$ cat src/rtl/hs_tx_pkg.sv
package hs_tx_pkg;

    localparam int WORD_W  = 8;
    localparam int FRAME_W = WORD_W + 2;
    localparam int IDX_W   = $clog2(FRAME_W);

    typedef logic [WORD_W-1:0]  word_t;
    typedef logic [FRAME_W-1:0] frame_t;
    typedef logic [IDX_W-1:0]   idx_t;

    typedef enum logic {
        HS_IDLE  = 1'b0,
        HS_ACKED = 1'b1
    } hs_state_e;

    typedef struct packed {
        logic   busy;
        idx_t   idx;
        frame_t sh;
    } shift_st_t;

    // Frame image with the first bit on the wire at the top: low start,
    // data from bit 7 down to bit 0, high stop.
    function automatic frame_t build_frame(input word_t w);
        return {1'b0, w, 1'b1};
    endfunction

    function automatic frame_t idle_frame();
        return '1;
    endfunction

endpackage

$ cat src/rtl/tx_handshake.sv
module tx_handshake
    import hs_tx_pkg::*;
(
    input  logic clk,
    input  logic rst,
    input  logic send_req,
    input  logic frame_busy,
    output logic ack,
    output logic start
);

    hs_state_e state_q, state_d;

    always_comb begin
        state_d = state_q;
        unique case (state_q)
            HS_IDLE: begin
                if (send_req) state_d = HS_ACKED;
            end
            HS_ACKED: begin
                if (!send_req && !frame_busy) state_d = HS_IDLE;
            end
            default: state_d = HS_IDLE;
        endcase
    end

    always_ff @(posedge clk) begin
        if (rst) state_q <= HS_IDLE;
        else     state_q <= state_d;
    end

    assign ack   = (state_q == HS_ACKED);
    assign start = (state_q == HS_IDLE) && send_req;

endmodule

$ cat src/rtl/tx_bit_timer.sv
module tx_bit_timer #(
    parameter int CLKS_PER_BIT = 16
) (
    input  logic clk,
    input  logic rst,
    input  logic run,
    input  logic clear,
    output logic tick
);

    localparam int CNT_W = (CLKS_PER_BIT > 1) ? $clog2(CLKS_PER_BIT) : 1;
    localparam logic [CNT_W-1:0] LAST = CNT_W'(CLKS_PER_BIT - 1);

    logic [CNT_W-1:0] cnt_q;
    logic             at_last;

    assign at_last = (cnt_q == LAST);

    always_ff @(posedge clk) begin
        if (rst || clear || !run) cnt_q <= '0;
        else if (at_last)         cnt_q <= '0;
        else                      cnt_q <= cnt_q + 1'b1;
    end

    assign tick = run && at_last;

endmodule

$ cat src/rtl/tx_frame_shifter.sv
module tx_frame_shifter
    import hs_tx_pkg::*;
(
    input  logic  clk,
    input  logic  rst,
    input  logic  load,
    input  word_t load_word,
    input  logic  tick,
    output logic  busy,
    output logic  tx
);

    localparam idx_t LAST_IDX = idx_t'(FRAME_W - 1);

    shift_st_t st_q, st_d;

    always_comb begin
        st_d = st_q;
        if (load) begin
            st_d.busy = 1'b1;
            st_d.idx  = '0;
            st_d.sh   = build_frame(load_word);
        end else if (st_q.busy && tick) begin
            if (st_q.idx == LAST_IDX) begin
                st_d.busy = 1'b0;
                st_d.idx  = '0;
                st_d.sh   = idle_frame();
            end else begin
                st_d.idx = st_q.idx + 1'b1;
                st_d.sh  = {st_q.sh[FRAME_W-2:0], 1'b1};
            end
        end
    end

    always_ff @(posedge clk) begin
        if (rst) begin
            st_q.busy <= 1'b0;
            st_q.idx  <= '0;
            st_q.sh   <= idle_frame();
        end else begin
            st_q <= st_d;
        end
    end

    assign busy = st_q.busy;
    assign tx   = st_q.sh[FRAME_W-1];

endmodule

$ cat src/rtl/hs_serial_tx.sv
module hs_serial_tx
    import hs_tx_pkg::*;
#(
    parameter int CLKS_PER_BIT = 16
) (
    input  logic              clk,
    input  logic              rst,
    input  logic              send_req,
    input  logic [WORD_W-1:0] send_data,
    output logic              ack_out,
    output logic              tx_line
);

    logic start_pulse;
    logic bit_tick;
    logic frame_busy;

    tx_handshake u_hs (
        .clk        (clk),
        .rst        (rst),
        .send_req   (send_req),
        .frame_busy (frame_busy),
        .ack        (ack_out),
        .start      (start_pulse)
    );

    tx_bit_timer #(
        .CLKS_PER_BIT (CLKS_PER_BIT)
    ) u_tmr (
        .clk   (clk),
        .rst   (rst),
        .run   (frame_busy),
        .clear (start_pulse),
        .tick  (bit_tick)
    );

    tx_frame_shifter u_shf (
        .clk       (clk),
        .rst       (rst),
        .load      (start_pulse),
        .load_word (send_data),
        .tick      (bit_tick),
        .busy      (frame_busy),
        .tx        (tx_line)
    );

endmodule

$ cat config.mk
export PLATFORM = sky130hd
export DESIGN_NAME = hs_serial_tx
export DESIGN_NICKNAME = d
export VERILOG_FILES = /design/src/rtl/hs_tx_pkg.sv /design/src/rtl/tx_handshake.sv /design/src/rtl/tx_bit_timer.sv /design/src/rtl/tx_frame_shifter.sv /design/src/rtl/hs_serial_tx.sv
export SDC_FILE = /design/constraint.sdc
export NUM_CORES = 1
export LEC_CHECK = 0
export CORE_MARGIN = 10
export CORE_UTILIZATION = 45
export DETAILED_ROUTE_END_ITERATION = 12
export PLACE_DENSITY = 0.69
export SLEW_MARGIN = 10
export SYNTH_ARGS = -nofsm -noshare
export SYNTH_HDL_FRONTEND = slang
export SYNTH_HIERARCHICAL = 1
export SYNTH_SLANG_ARGS = --single-unit
$ cat constraint.sdc
create_clock -name clk -period 4.2 [get_ports clk]
set_clock_uncertainty 0.2 [all_clocks]
set_input_delay 1.26 -clock clk [delete_from_list [all_inputs] [get_ports clk]]
set_output_delay 1.26 -clock clk [all_outputs]
set_load 0.005 [all_outputs]
## Word-level counts from Yosys, hierarchy flattened

Index checks and enable logic that the tools add are counted.

| operators by class | value |
|---|---|
| mux-type cells | 7 |
| bitwise logic cells | 1 |
| reductions and logical operators | 13 |
| $add $sub $neg | 2 |
| eq/ne operators | 2 |

Operators with widths:

| cell | count |
|---|---|
| 15-bit 2-to-1 mux | 2 |
| 14-bit 2-to-1 mux | 1 |
| 4-bit by 1-bit adder with 4-bit output, second input constant | 2 |
| 4-bit equality test, second input constant | 2 |
| 1-bit logical AND | 4 |
| 2-bit nonzero test | 2 |
| 2-bit OR reduction | 2 |
| 1-bit 2-to-1 mux | 3 |
| 1-bit logical NOT | 2 |
| 1-bit logical OR | 2 |
| 1-bit case mux with 2 select lines | 1 |
| 2-bit AND reduction | 1 |
| 1-bit inverter | 1 |

| storage, ports and cells | value |
|---|---|
| input port bits | 11 |
| word-level logic and storage cells | 31 |
| flip-flop bits (word level) | 20 |

## Logic depth before layout (Yosys ltp)

Gate-level depths: netlist of the first run.

| depth | value |
|---|---|
| depth after elaboration | 5 |
| depth in mapped cells | 6 |
| depth with buffers taken out | 5 |

## Hierarchy

Netlist of the first run, hierarchy kept.

Modules (own cells, without submodules):

| module | area each (µm²) | cells an instance | instances |
|---|---|---|---|
| tx_frame_shifter | 635.6 | 74 | 1 |
| tx_bit_timer | 160.2 | 16 | 1 |
| tx_handshake | 37.5 | 4 | 1 |

## Least setup slack after synthesis of the first run

Ideal clock, no wire load.

| timing path | value |
|---|---|
| path type | input -> register |
| start | in send_req |
| end | reg u_tmr.cnt_q[3] |
| library setup time | 0.064 ns |
| path slack | 1.794 ns |
| cell stages on the path | 4 |
| required time | 3.936 ns |
| path buffers | 0 |
| arrival time | 2.142 ns |
| cell sequence | and2b_2 or3b_1 a31o_1 nor2_1 |

| between the ends | value |
|---|---|
| longest elaborated chain between the ends | 4 |

RTL lines:

| item | RTL line | source |
|---|---|---|
| from (decl) | hs_serial_tx.sv:8 | `input logic send_req,` |
| 1-bit logical AND | tx_handshake.sv:33 | `assign start = (state_q == HS_IDLE) && send_req;` |
| 1-bit logical OR (2 in a row) | tx_bit_timer.sv:20 | `if (rst \|\| clear \|\| !run) cnt_q <= '0;` |
| 2-bit OR reduction (no source line) | -- |  |
| to (signal assigned) | tx_bit_timer.sv:22 | `else cnt_q <= cnt_q + 1'b1;` |
| to (decl) | tx_bit_timer.sv:14 | `logic [CNT_W-1:0] cnt_q;` |

Every way passes these cells.
A chain may end at the register's enable or synchronous reset.

## Worst setup path in the final report of the first run

| timing path | value |
|---|---|
| start | in send_req |
| end | reg u_tmr.cnt_q[3] |

| between the ends | value |
|---|---|
| longest elaborated chain between the ends | 4 |

RTL lines:

| item | RTL line | source |
|---|---|---|
| 1-bit logical AND | tx_handshake.sv:33 |  |
| net start_pulse | hs_serial_tx.sv:14 | `logic start_pulse;` |
| 1-bit logical OR (2 in a row) | tx_bit_timer.sv:20 |  |
| 2-bit OR reduction (no source line) | -- |  |

The timed path passes the listed nets, and every way through them passes these cells.

==> qor.yml, run 1 <==
die_x_um: 63.0
yosysUniqueCellTypes: 30
worst_pin_slew_ns: 0.499
seq_area_frac_synth: 0.456
cp_slowest_cell: "or3b_1"
yosysWarnings: 6
die_h_um: 63.0
area_growth_pct: 18.2
overflow: 0
crit_path_end_kind: "flip-flop"
hp-class: "reg -> reg"
wl_per_cell_um: 13.1
path_class: "in -> reg"
r2r_cells: 5
hold_depth: 1
drive_gt1_frac: 0.0943
fmax_mhz: 367
grt_use_total: 0.0853
fin_nets: 119
cp_data_required_time_ns: 4.22
worst_slack_ns: 1.48
ant_nets: 0
synthesis.nets: 106
maxCapViolCount: 0
cts_resized: 0
clockBufferDepth: 2
cp_data_arrival_time_ns: 2.75
viasPerCell: 5.34
root_buffer: "clkbuf_4"
r2r_slack_ns: 2.39
io_buffers: 12
period_minus_slack_ns: 2.72
core_area_um2: 1750
antenna_found_initial: 0
period_share: 0.648
cpPeakStageDelay_ns: 0.44
r2r_end: "u_shf/st_q[4]$_SDFFE_PP1P_"
drtIter0Drc: 15
crit_buf_inv: 1
cts_tree: "done"
dp_hpwl_um: 1240
post_cts_buffers: 0
top_level_ports: 13
rsz0062_at_grt: "false"
synth_cells: 94
crit_family: "simple AND/OR/NAND/NOR gates"
clk_pin_slew_ns: 0.10
first_pass_iters: 4
route.detailed.drc: 0
cts_hold_buffers: 0
grt_pass1_wl_um: 2820
reg2reg_from: "u_tmr/cnt_q[0]$_SDFF_PP0_"
critPathLaunchType: "input pin"
cts_buffers: 3
start_util: 0.477
htree_levels: 1
grt_max_degree: 16
diodes: 0
syn_avg_cell_area_um2: 8.86
hold_viol: 0
die_area_um2: 3970
status: "finished clean"
place.gp.congestion: 0.718
setup_viol: 0
vdd_ir_drop_max_mv: 0.200
dr_total_vias: 699
wl_um: 1710
cts.sinks: 19
worstPathCellList: "clkdlybuf4s50_1, and2b_2, or3b_1, a31o_1, nor2_1"
tns_ns: 0
worstPathMaxFanout: 15
min_from: "u_tmr/cnt_q[0]$_SDFF_PP0_"
power_density_nw_per_um2: 317
fill_cells: 167
relSlewSlack: 0.667
ys_ff_latch: 19
grt_pass1_vias: 657
dp_worst_setup_slack_ns: 1.20
maxSlewViolCount: 0
worstHoldEndpoint: "u_tmr/cnt_q[0]$_SDFF_PP0_"
syn_area_um2: 833
row_count: 15
insertion_delay_ns: 0.28
p_leak_uw: 0.000333
[routing by layer]
metal  vias up  wire length [µm]  track usage
met5         -                 0            0
met4         0                12       0.0335
met3         2                62       0.0323
met2        11               781        0.133
met1       327               858        0.102
li1        359                 -            -
[cell usage in the layout, fill, tap and decap left out]
cell type,netlist,final
a31o_1,1,1
clkdlybuf4s50_1,0,12
clkbuf_1,2,1
and2_2,1,1
nand4bb_1,1,1
ha_1,1,1
or3_1,1,1
and2b_2,1,1
dfxtp_1,19,19
inv_1,3,3
xnor2_1,2,2
or3b_1,1,1
nand4_1,1,1
and4_1,1,1
o21ai_0,18,18
nor2b_2,1,1
nand3_2,1,1
nor2b_1,1,1
nor3_1,11,11
o21a_1,1,1
nand3_1,1,1
xor2_1,2,2
and4bb_2,1,1
nand2_1,3,3
clkbuf_4,0,3
a21oi_1,8,8
a21boi_2,1,1
nor2_1,6,6
a211oi_2,1,1
a311oi_1,1,1
[worst max-delay path by stage]
| stage | slack, ns | to | depth (start not counted) | from |
|---|---|---|---|---|
| after floorplan | 1.79 | u_tmr/cnt_q[3]$_SDFF_PP0_ | 4 | send_req |
| after global placement | 1.24 | u_tmr/cnt_q[3]$_SDFF_PP0_ | 5 | send_req |
| after detailed placement | 1.20 | u_tmr/cnt_q[3]$_SDFF_PP0_ | 5 | send_req |
| after CTS | 1.50 | u_tmr/cnt_q[3]$_SDFF_PP0_ | 5 | send_req |
| after global routing | 1.41 | u_tmr/cnt_q[3]$_SDFF_PP0_ | 4 | rst |
| final | 1.48 | u_tmr/cnt_q[3]$_SDFF_PP0_ | 5 | send_req |
[stage by stage]
stage / total power (µW) / utilization / cell area (µm²) / hold slack (ns) / std cells
after global placement: 229 / 0.549 / 958 / 0.225 / 127
after detailed placement: 230 / 0.549 / 958 / 0.233 / 127
final: 312 / 0.564 / 985 / 0.249 / 131
after CTS: 317 / 0.564 / 985 / 0.253 / 131
after floorplan: 213 / - / 833 / 0.218 / 94
after global routing: 331 / 0.564 / 985 / 0.298 / 131
[final cells by class]
cell class / instances / area (µm²) / share of cell area
repair buffers: 12 / 120 / 0.122
well taps: 25 / 31.3 / 0.0318
flip-flops and latches: 19 / 380 / 0.386
clock buffers: 4 / 26.3 / 0.0267
multi-input cells: 68 / 415 / 0.422
inverters: 3 / 11.3 / 0.0114
[cell families (layout without fill, tap and decap cells)]
kind of cell	count (synthesis)	after routing	synth area share
simple gates	32	32	0.227
xor+xnor	4	4	0.0420
buf+inv	7	19	0.0450
compound gates	31	31	0.215
flops	19	19	0.456
fa+ha+maj	1	1	0.0150
[registers in the layout, indices dropped and copies added (netlist names)]
register,cells
u_shf/tx,1
u_tmr/cnt_q,4
u_hs/ack,1
u_shf/busy,1
u_shf/st_q,12
[cells in the mapped netlist, drive strengths merged]
master | instances | share of area
inv | 3 | 0.014
o21ai | 18 | 0.11
a21oi | 8 | 0.048
clkbuf | 2 | 0.0090
nand3 | 2 | 0.018
buf | 2 | 0.023
nand4 | 1 | 0.0075
and4bb | 1 | 0.015
nand2 | 3 | 0.014
a31o | 1 | 0.011
dfxtp | 19 | 0.46
or3 | 1 | 0.0075
a211oi | 1 | 0.015
nor3 | 11 | 0.066
xor2 | 2 | 0.021
nand4bb | 1 | 0.014
nor2b | 2 | 0.018
and2 | 1 | 0.0090
a311oi | 1 | 0.011
or3b | 1 | 0.011
o21a | 1 | 0.0090
xnor2 | 2 | 0.021
nor2 | 6 | 0.027
a21boi | 1 | 0.014
ha | 1 | 0.015
and4 | 1 | 0.011
and2b | 1 | 0.011
[power by group]
group          leakage, µW  internal [µW]  switching (µW)
Sequential        0.000156            188            5.36
Clock            0.0000150           36.8            49.3
Combinational     0.000162           17.7            14.1
Note: power is estimated with default switching activity, not from simulation.
==> run 2, diff against run 1 <==
==> constraint.sdc (replaced) <==
create_clock -name clk -period 2.8 [get_ports clk]
set_clock_uncertainty 0.2 [all_clocks]
set_input_delay 0.84 -clock clk [delete_from_list [all_inputs] [get_ports clk]]
set_output_delay 0.84 -clock clk [all_outputs]
set_load 0.005 [all_outputs]
==> qor.yml, run 2 (synthesis results as in run 1) <==
viasPerCell: 5.39  # +1.0%
power.internal_uw: 365  # +50%
setup_viol: 0  # unchanged
period_minus_slack_ns: 2.21
route.detailed.drc: 0  # unchanged
worstPathCellList: "clkdlybuf4s50_1"
wl_um: 1690  # -1.2%
crit_path_end_kind: "primary output"
cts.sinks: 19  # unchanged
reg2reg_from: "u_tmr/cnt_q[0]$_SDFF_PP0_"
switching_share: 0.245  # +0.0249
die_area_um2: 3970  # unchanged
hold_depth: 1  # unchanged
cp_data_required_time_ns: 1.76  # -2.46 ns
row_count: 15  # unchanged
fmax_mhz: 453
vdd_ir_drop_max_mv: 0.271  # +36%
htree_levels: 1  # unchanged
grt_use_total: 0.0941  # +0.00878
worst_pin_slew_ns: 0.266  # -0.232 ns
hp-class: "reg -> reg"
gr-usage-met3: 0.0323  # unchanged
min_from: "u_tmr/cnt_q[0]$_SDFF_PP0_"
r2r_slack_ns: 1.02  # -1.37 ns
crit_buf_inv: 1  # unchanged
cts_resized: 0  # unchanged
pwr-share-seq: 0.602  # -0.020
clkPwrFrac: 0.294  # +0.018
p_leak_uw: 0.000345  # +3.8%
hold_viol: 0  # unchanged
cpPeakStageDelay_ns: 0.51  # +0.07 ns
top_level_ports: 13  # unchanged
biggestRegsByFlops: "u_shf/st_q: 12 flops, u_tmr/cnt_q: 4 flops"
overflow: 0  # unchanged
path_class: "reg -> out"
layout_common_cells: "dfxtp_1 (19), o21ai_0 (18), clkdlybuf4s50_1 (12)"
worstPathMaxFanout: 3  # -12
area_growth_pct: 20.1
post_cts_buffers: 0  # unchanged
cts_tree: "done"
maxSlewViolCount: 0  # unchanged
regMostFlops: "u_shf/st_q"
grt_max_degree: 15  # -1
worstHoldEndpoint: "u_tmr/cnt_q[0]$_SDFF_PP0_"
root_buffer: "clkbuf_4"
period_share: 0.789
relSlewSlack: 0.822  # +0.156
antenna_found_initial: 0  # unchanged
clockBufferDepth: 2  # unchanged
first_pass_iters: 4  # unchanged
clk_pin_slew_ns: 0.11  # about the same
core_area_um2: 1750  # unchanged
cts_buffers: 3  # unchanged
grt_pass1_vias: 738  # +12%
worst_slack_ns: 0.590  # -0.887 ns
grt.met1_usage: 0.108  # +0.00638
start_util: 0.477  # unchanged
dr_total_vias: 717  # +2.6%
grt_pass1_wl_um: 3130  # +11%
total_power_uw: 483  # +55%
cp_slowest_cell: "clkdlybuf4s50_1"
tns_ns: 0  # unchanged
status: "finished clean"
maxCapViolCount: 0  # unchanged
dp_hpwl_um: 1220  # -2.2%
final_common_cell: "dfxtp_1"
crit_family: "buffers and inverters"
busiest_layer: "met2"
power_density_nw_per_um2: 483  # +53%
place.gp.congestion: 0.695  # -3.2%
placed_area_um2: 973  # +1.6%
whs_ns: 0.259  # +0.00973 ns
insertion_delay_ns: 0.30  # +0.02 ns
largest_reg_flops: 12  # unchanged
power.switching_uw: 119  # +73%
critPathLaunchType: "flip-flop"
wl_per_cell_um: 12.7  # -2.7%
diodes: 0  # unchanged
power_frac_comb: 0.104  # +0.002
finalInstanceArea_um2: 1000  # +1.7%
io_buffers: 12  # unchanged
r2r_cells: 5  # unchanged
fin_nets: 121  # +1.7%
rsz0062_at_grt: "false"
r2r_end: "u_shf/st_q[11]$_SDFFE_PP0P_"
cts_hold_buffers: 0  # unchanged
die_x_um: 63.0  # unchanged
ant_nets: 0  # unchanged
grtUsageMet2: 0.148  # +0.0152
drive_gt1_frac: 0.120  # +0.0260
drtIter0Drc: 20  # +5
dp_worst_setup_slack_ns: 0.356  # -0.841 ns
cp_data_arrival_time_ns: 1.17  # -1.58 ns
die_h_um: 63.0  # unchanged
-- run 2: per-stage QoR --
| step | cells | utilization |
|---|---|---|
| 6_report | 133 | 0.573 |
| 5_1_grt | 133 | 0.573 |
| 4_1_cts | 133 | 0.573 |
| 3_5_place_dp | 129 | 0.558 |
| 3_3_place_gp | 129 | 0.558 |
| 2_1_floorplan | 94 | - |
-- run 2: cell type report --
cell class              count  area, µm²
clock buffers               3       22.5
inverters                   3       11.3
multi-input cells          68        415
flip-flops and latches     19        380
clock inverters             1       5.00
well taps                  25       31.3
repair buffers             14        135
fillers                   167        744
-- run 2: power by group through the flow --
stage	logic, µW	registers (µW)	clock network [µW]
finish	50.2	291	142
global route	56.3	292	158
CTS	50.4	291	145
detailed placement	50.2	297	0
global placement	49.1	296	0
floorplan	23.8	295	0
-- run 2: worst max path at each step --
stage	end	slack, ns	startpoint	cells past startpoint
final	ack_out	0.59	u_hs/ack$_SDFF_PP0_	1
after global routing	ack_out	0.54	u_hs/ack$_SDFF_PP0_	1
after CTS	ack_out	0.59	u_hs/ack$_SDFF_PP0_	1
after detailed placement	u_tmr/cnt_q[3]$_SDFF_PP0_	0.36	send_req	5
after global placement	u_tmr/cnt_q[3]$_SDFF_PP0_	0.38	send_req	5
after floorplan	u_tmr/cnt_q[3]$_SDFF_PP0_	0.81	send_req	4
-- run 2: routing by layer --
| metal | vias up | share of wire |
|---|---|---|
| met3 | 4 | 0.042 |
| met1 | 329 | 0.49 |
| met5 | - | 0 |
| li1 | 367 | - |
| met4 | 0 | 0.017 |
| met2 | 17 | 0.45 |
==> run 3, diff against run 2 <==
==> constraint.sdc (replaced) <==
create_clock -name clk -period 2.2 [get_ports clk]
set_clock_uncertainty 0.2 [all_clocks]
set_input_delay 0.66 -clock clk [delete_from_list [all_inputs] [get_ports clk]]
set_output_delay 0.66 -clock clk [all_outputs]
set_load 0.005 [all_outputs]
==> qor.yml, run 3 (synthesis results as in run 1) <==
maxSlewViolCount: 0  # unchanged
die_area_um2: 3970  # unchanged
final_common_cell: "dfxtp_1"
die_x_um: 63.0  # unchanged
worstPathCellList: "clkdlybuf4s50_1"
cts_resized: 0  # unchanged
crit_buf_inv: 1  # unchanged
dr_total_vias: 721  # +0.56%
regMostFlops: "u_shf/st_q"
relSlewSlack: 0.811  # -0.0109
area_growth_pct: 20.0
ant_nets: 0  # unchanged
dp_hpwl_um: 1170  # -4.0%
hp-class: "reg -> reg"
worst_slack_ns: 0.188  # -0.402 ns
power_density_nw_per_um2: 610  # +26%
row_count: 15  # unchanged
reg2reg_from: "u_tmr/cnt_q[0]$_SDFF_PP0_"
top_level_ports: 13  # unchanged
route.detailed.drc: 0  # unchanged
cts_tree: "done"
switching_share: 0.234  # -0.0112
root_buffer: "clkbuf_4"
fmax_mhz: 497
total_power_uw: 609  # +26%
worstPathMaxFanout: 3  # unchanged
grt_use_total: 0.0854  # -0.00862
tns_ns: 0  # unchanged
worstHoldEndpoint: "u_tmr/cnt_q[0]$_SDFF_PP0_"
first_pass_iters: 4  # unchanged
core_area_um2: 1750  # unchanged
cts_buffers: 3  # unchanged
worst_pin_slew_ns: 0.282  # +0.0164 ns
clk_pin_slew_ns: 0.10  # about the same
pwr-share-seq: 0.607  # +0.005
hold_depth: 1  # unchanged
viasPerCell: 5.42  # +0.56%
htree_levels: 1  # unchanged
cp_data_required_time_ns: 1.34  # -0.42 ns
insertion_delay_ns: 0.30  # about the same
drive_gt1_frac: 0.111  # -0.00926
power.switching_uw: 143  # +20%
maxCapViolCount: 0  # unchanged
crit_path_end_kind: "primary output"
finalInstanceArea_um2: 1000  # -0.12%
setup_viol: 0  # unchanged
cts.sinks: 19  # unchanged
cpPeakStageDelay_ns: 0.51  # about the same
grt_pass1_wl_um: 2840  # -9.1%
fin_nets: 121  # unchanged
r2r_end: "u_shf/st_q[11]$_SDFFE_PP0P_"
multiInputGateArea_um2: 415  # unchanged
biggestRegsByFlops: "u_shf/st_q: 12 flops, u_tmr/cnt_q: 4 flops"
cp_slowest_cell: "clkdlybuf4s50_1"
path_class: "reg -> out"
rsz0062_at_grt: "false"
layout_common_cells: "dfxtp_1 (19), o21ai_0 (18), clkdlybuf4s50_1 (12)"
die_h_um: 63.0  # unchanged
io_buffers: 12  # unchanged
grt_max_degree: 15  # unchanged
diodes: 0  # unchanged
period_share: 0.915
drtIter0Drc: 8  # -60%
r2r_slack_ns: 0.41  # -0.61 ns
fill_cells: 163  # -2.4%
clkPwrFrac: 0.288  # -0.006
wl_um: 1720  # +1.8%
status: "finished clean"
p_leak_uw: 0.000343  # -0.79%
crit_family: "buffers and inverters"
r2r_cells: 5  # unchanged
vdd_ir_drop_max_mv: 0.338  # +25%
min_from: "u_tmr/cnt_q[0]$_SDFF_PP0_"
cts_hold_buffers: 0  # unchanged
seqCellArea_um2: 380  # unchanged
overflow: 0  # unchanged
largest_reg_flops: 12  # unchanged
dp_worst_setup_slack_ns: -0.0682  # -0.424 ns
period_minus_slack_ns: 2.01
power.internal_uw: 467  # +28%
post_cts_buffers: 0  # unchanged
antenna_found_initial: 0  # unchanged
cp_data_arrival_time_ns: 1.15  # -0.02 ns
grt_pass1_vias: 667  # -9.6%
critPathLaunchType: "flip-flop"
clockBufferDepth: 2  # unchanged
place.gp.congestion: 0.713  # +2.6%
placed_area_um2: 973  # unchanged
start_util: 0.477  # unchanged
power_frac_comb: 0.104  # about the same
hold_viol: 0  # unchanged
wl_per_cell_um: 13.0  # +1.8%
==> run 3: power by group through the flow <==
stage / combinational [µW] / sequential [µW] / clock [µW]
2_1_floorplan: 30.3 / 376 / 0
5_1_grt: 70.3 / 372 / 198
6_report: 63.5 / 370 / 176
3_3_place_gp: 62.6 / 377 / 0
4_1_cts: 63.7 / 370 / 183
3_5_place_dp: 63.5 / 377 / 0
==> run 3: per-stage QoR <==
| step | instances | util | hold slack [ns] |
|---|---|---|---|
| 3_5_place_dp | 129 | 0.558 | 0.237 |
| 6_report | 133 | 0.573 | 0.258 |
| 2_1_floorplan | 94 | - | 0.218 |
| 3_3_place_gp | 129 | 0.558 | 0.227 |
| 4_1_cts | 133 | 0.573 | 0.254 |
| 5_1_grt | 133 | 0.573 | 0.271 |
==> run 3: worst max path at each step <==
stage                        startpoint                         to  depth (start not counted)
global route        u_hs/ack$_SDFF_PP0_                    ack_out                          1
global placement               send_req  u_tmr/cnt_q[3]$_SDFF_PP0_                          5
floorplan                      send_req  u_tmr/cnt_q[3]$_SDFF_PP0_                          4
finish              u_hs/ack$_SDFF_PP0_                    ack_out                          1
CTS                 u_hs/ack$_SDFF_PP0_                    ack_out                          1
detailed placement             send_req  u_tmr/cnt_q[3]$_SDFF_PP0_                          5
==> run 3: layer usage <==
metal	vias up	track usage	share of wire
li1	364	-	-
met1	346	0.101	0.52
met2	9	0.132	0.44
met3	2	0.0305	0.030
met4	0	0.0419	0.0070
met5	-	0	0
==> run 3: worst register-to-register path, delay by kind of cell (launching register included) <==
kind / cells / cell delay [ns]
AO/OA/AOI/OAI: 1 / 0.17
adder cells (fa/ha/maj): 1 / 0.21
flip-flops: 1 / 0.37
AND/OR/NAND/NOR: 3 / 0.79
==> run 3: cell type report <==
cell class | count | area share
clock buffers | 4 | 0.0263
flip-flops and latches | 19 | 0.380
inverters | 3 | 0.0113
repair buffers | 14 | 0.135
multi-input cells | 68 | 0.416
well taps | 25 | 0.0313
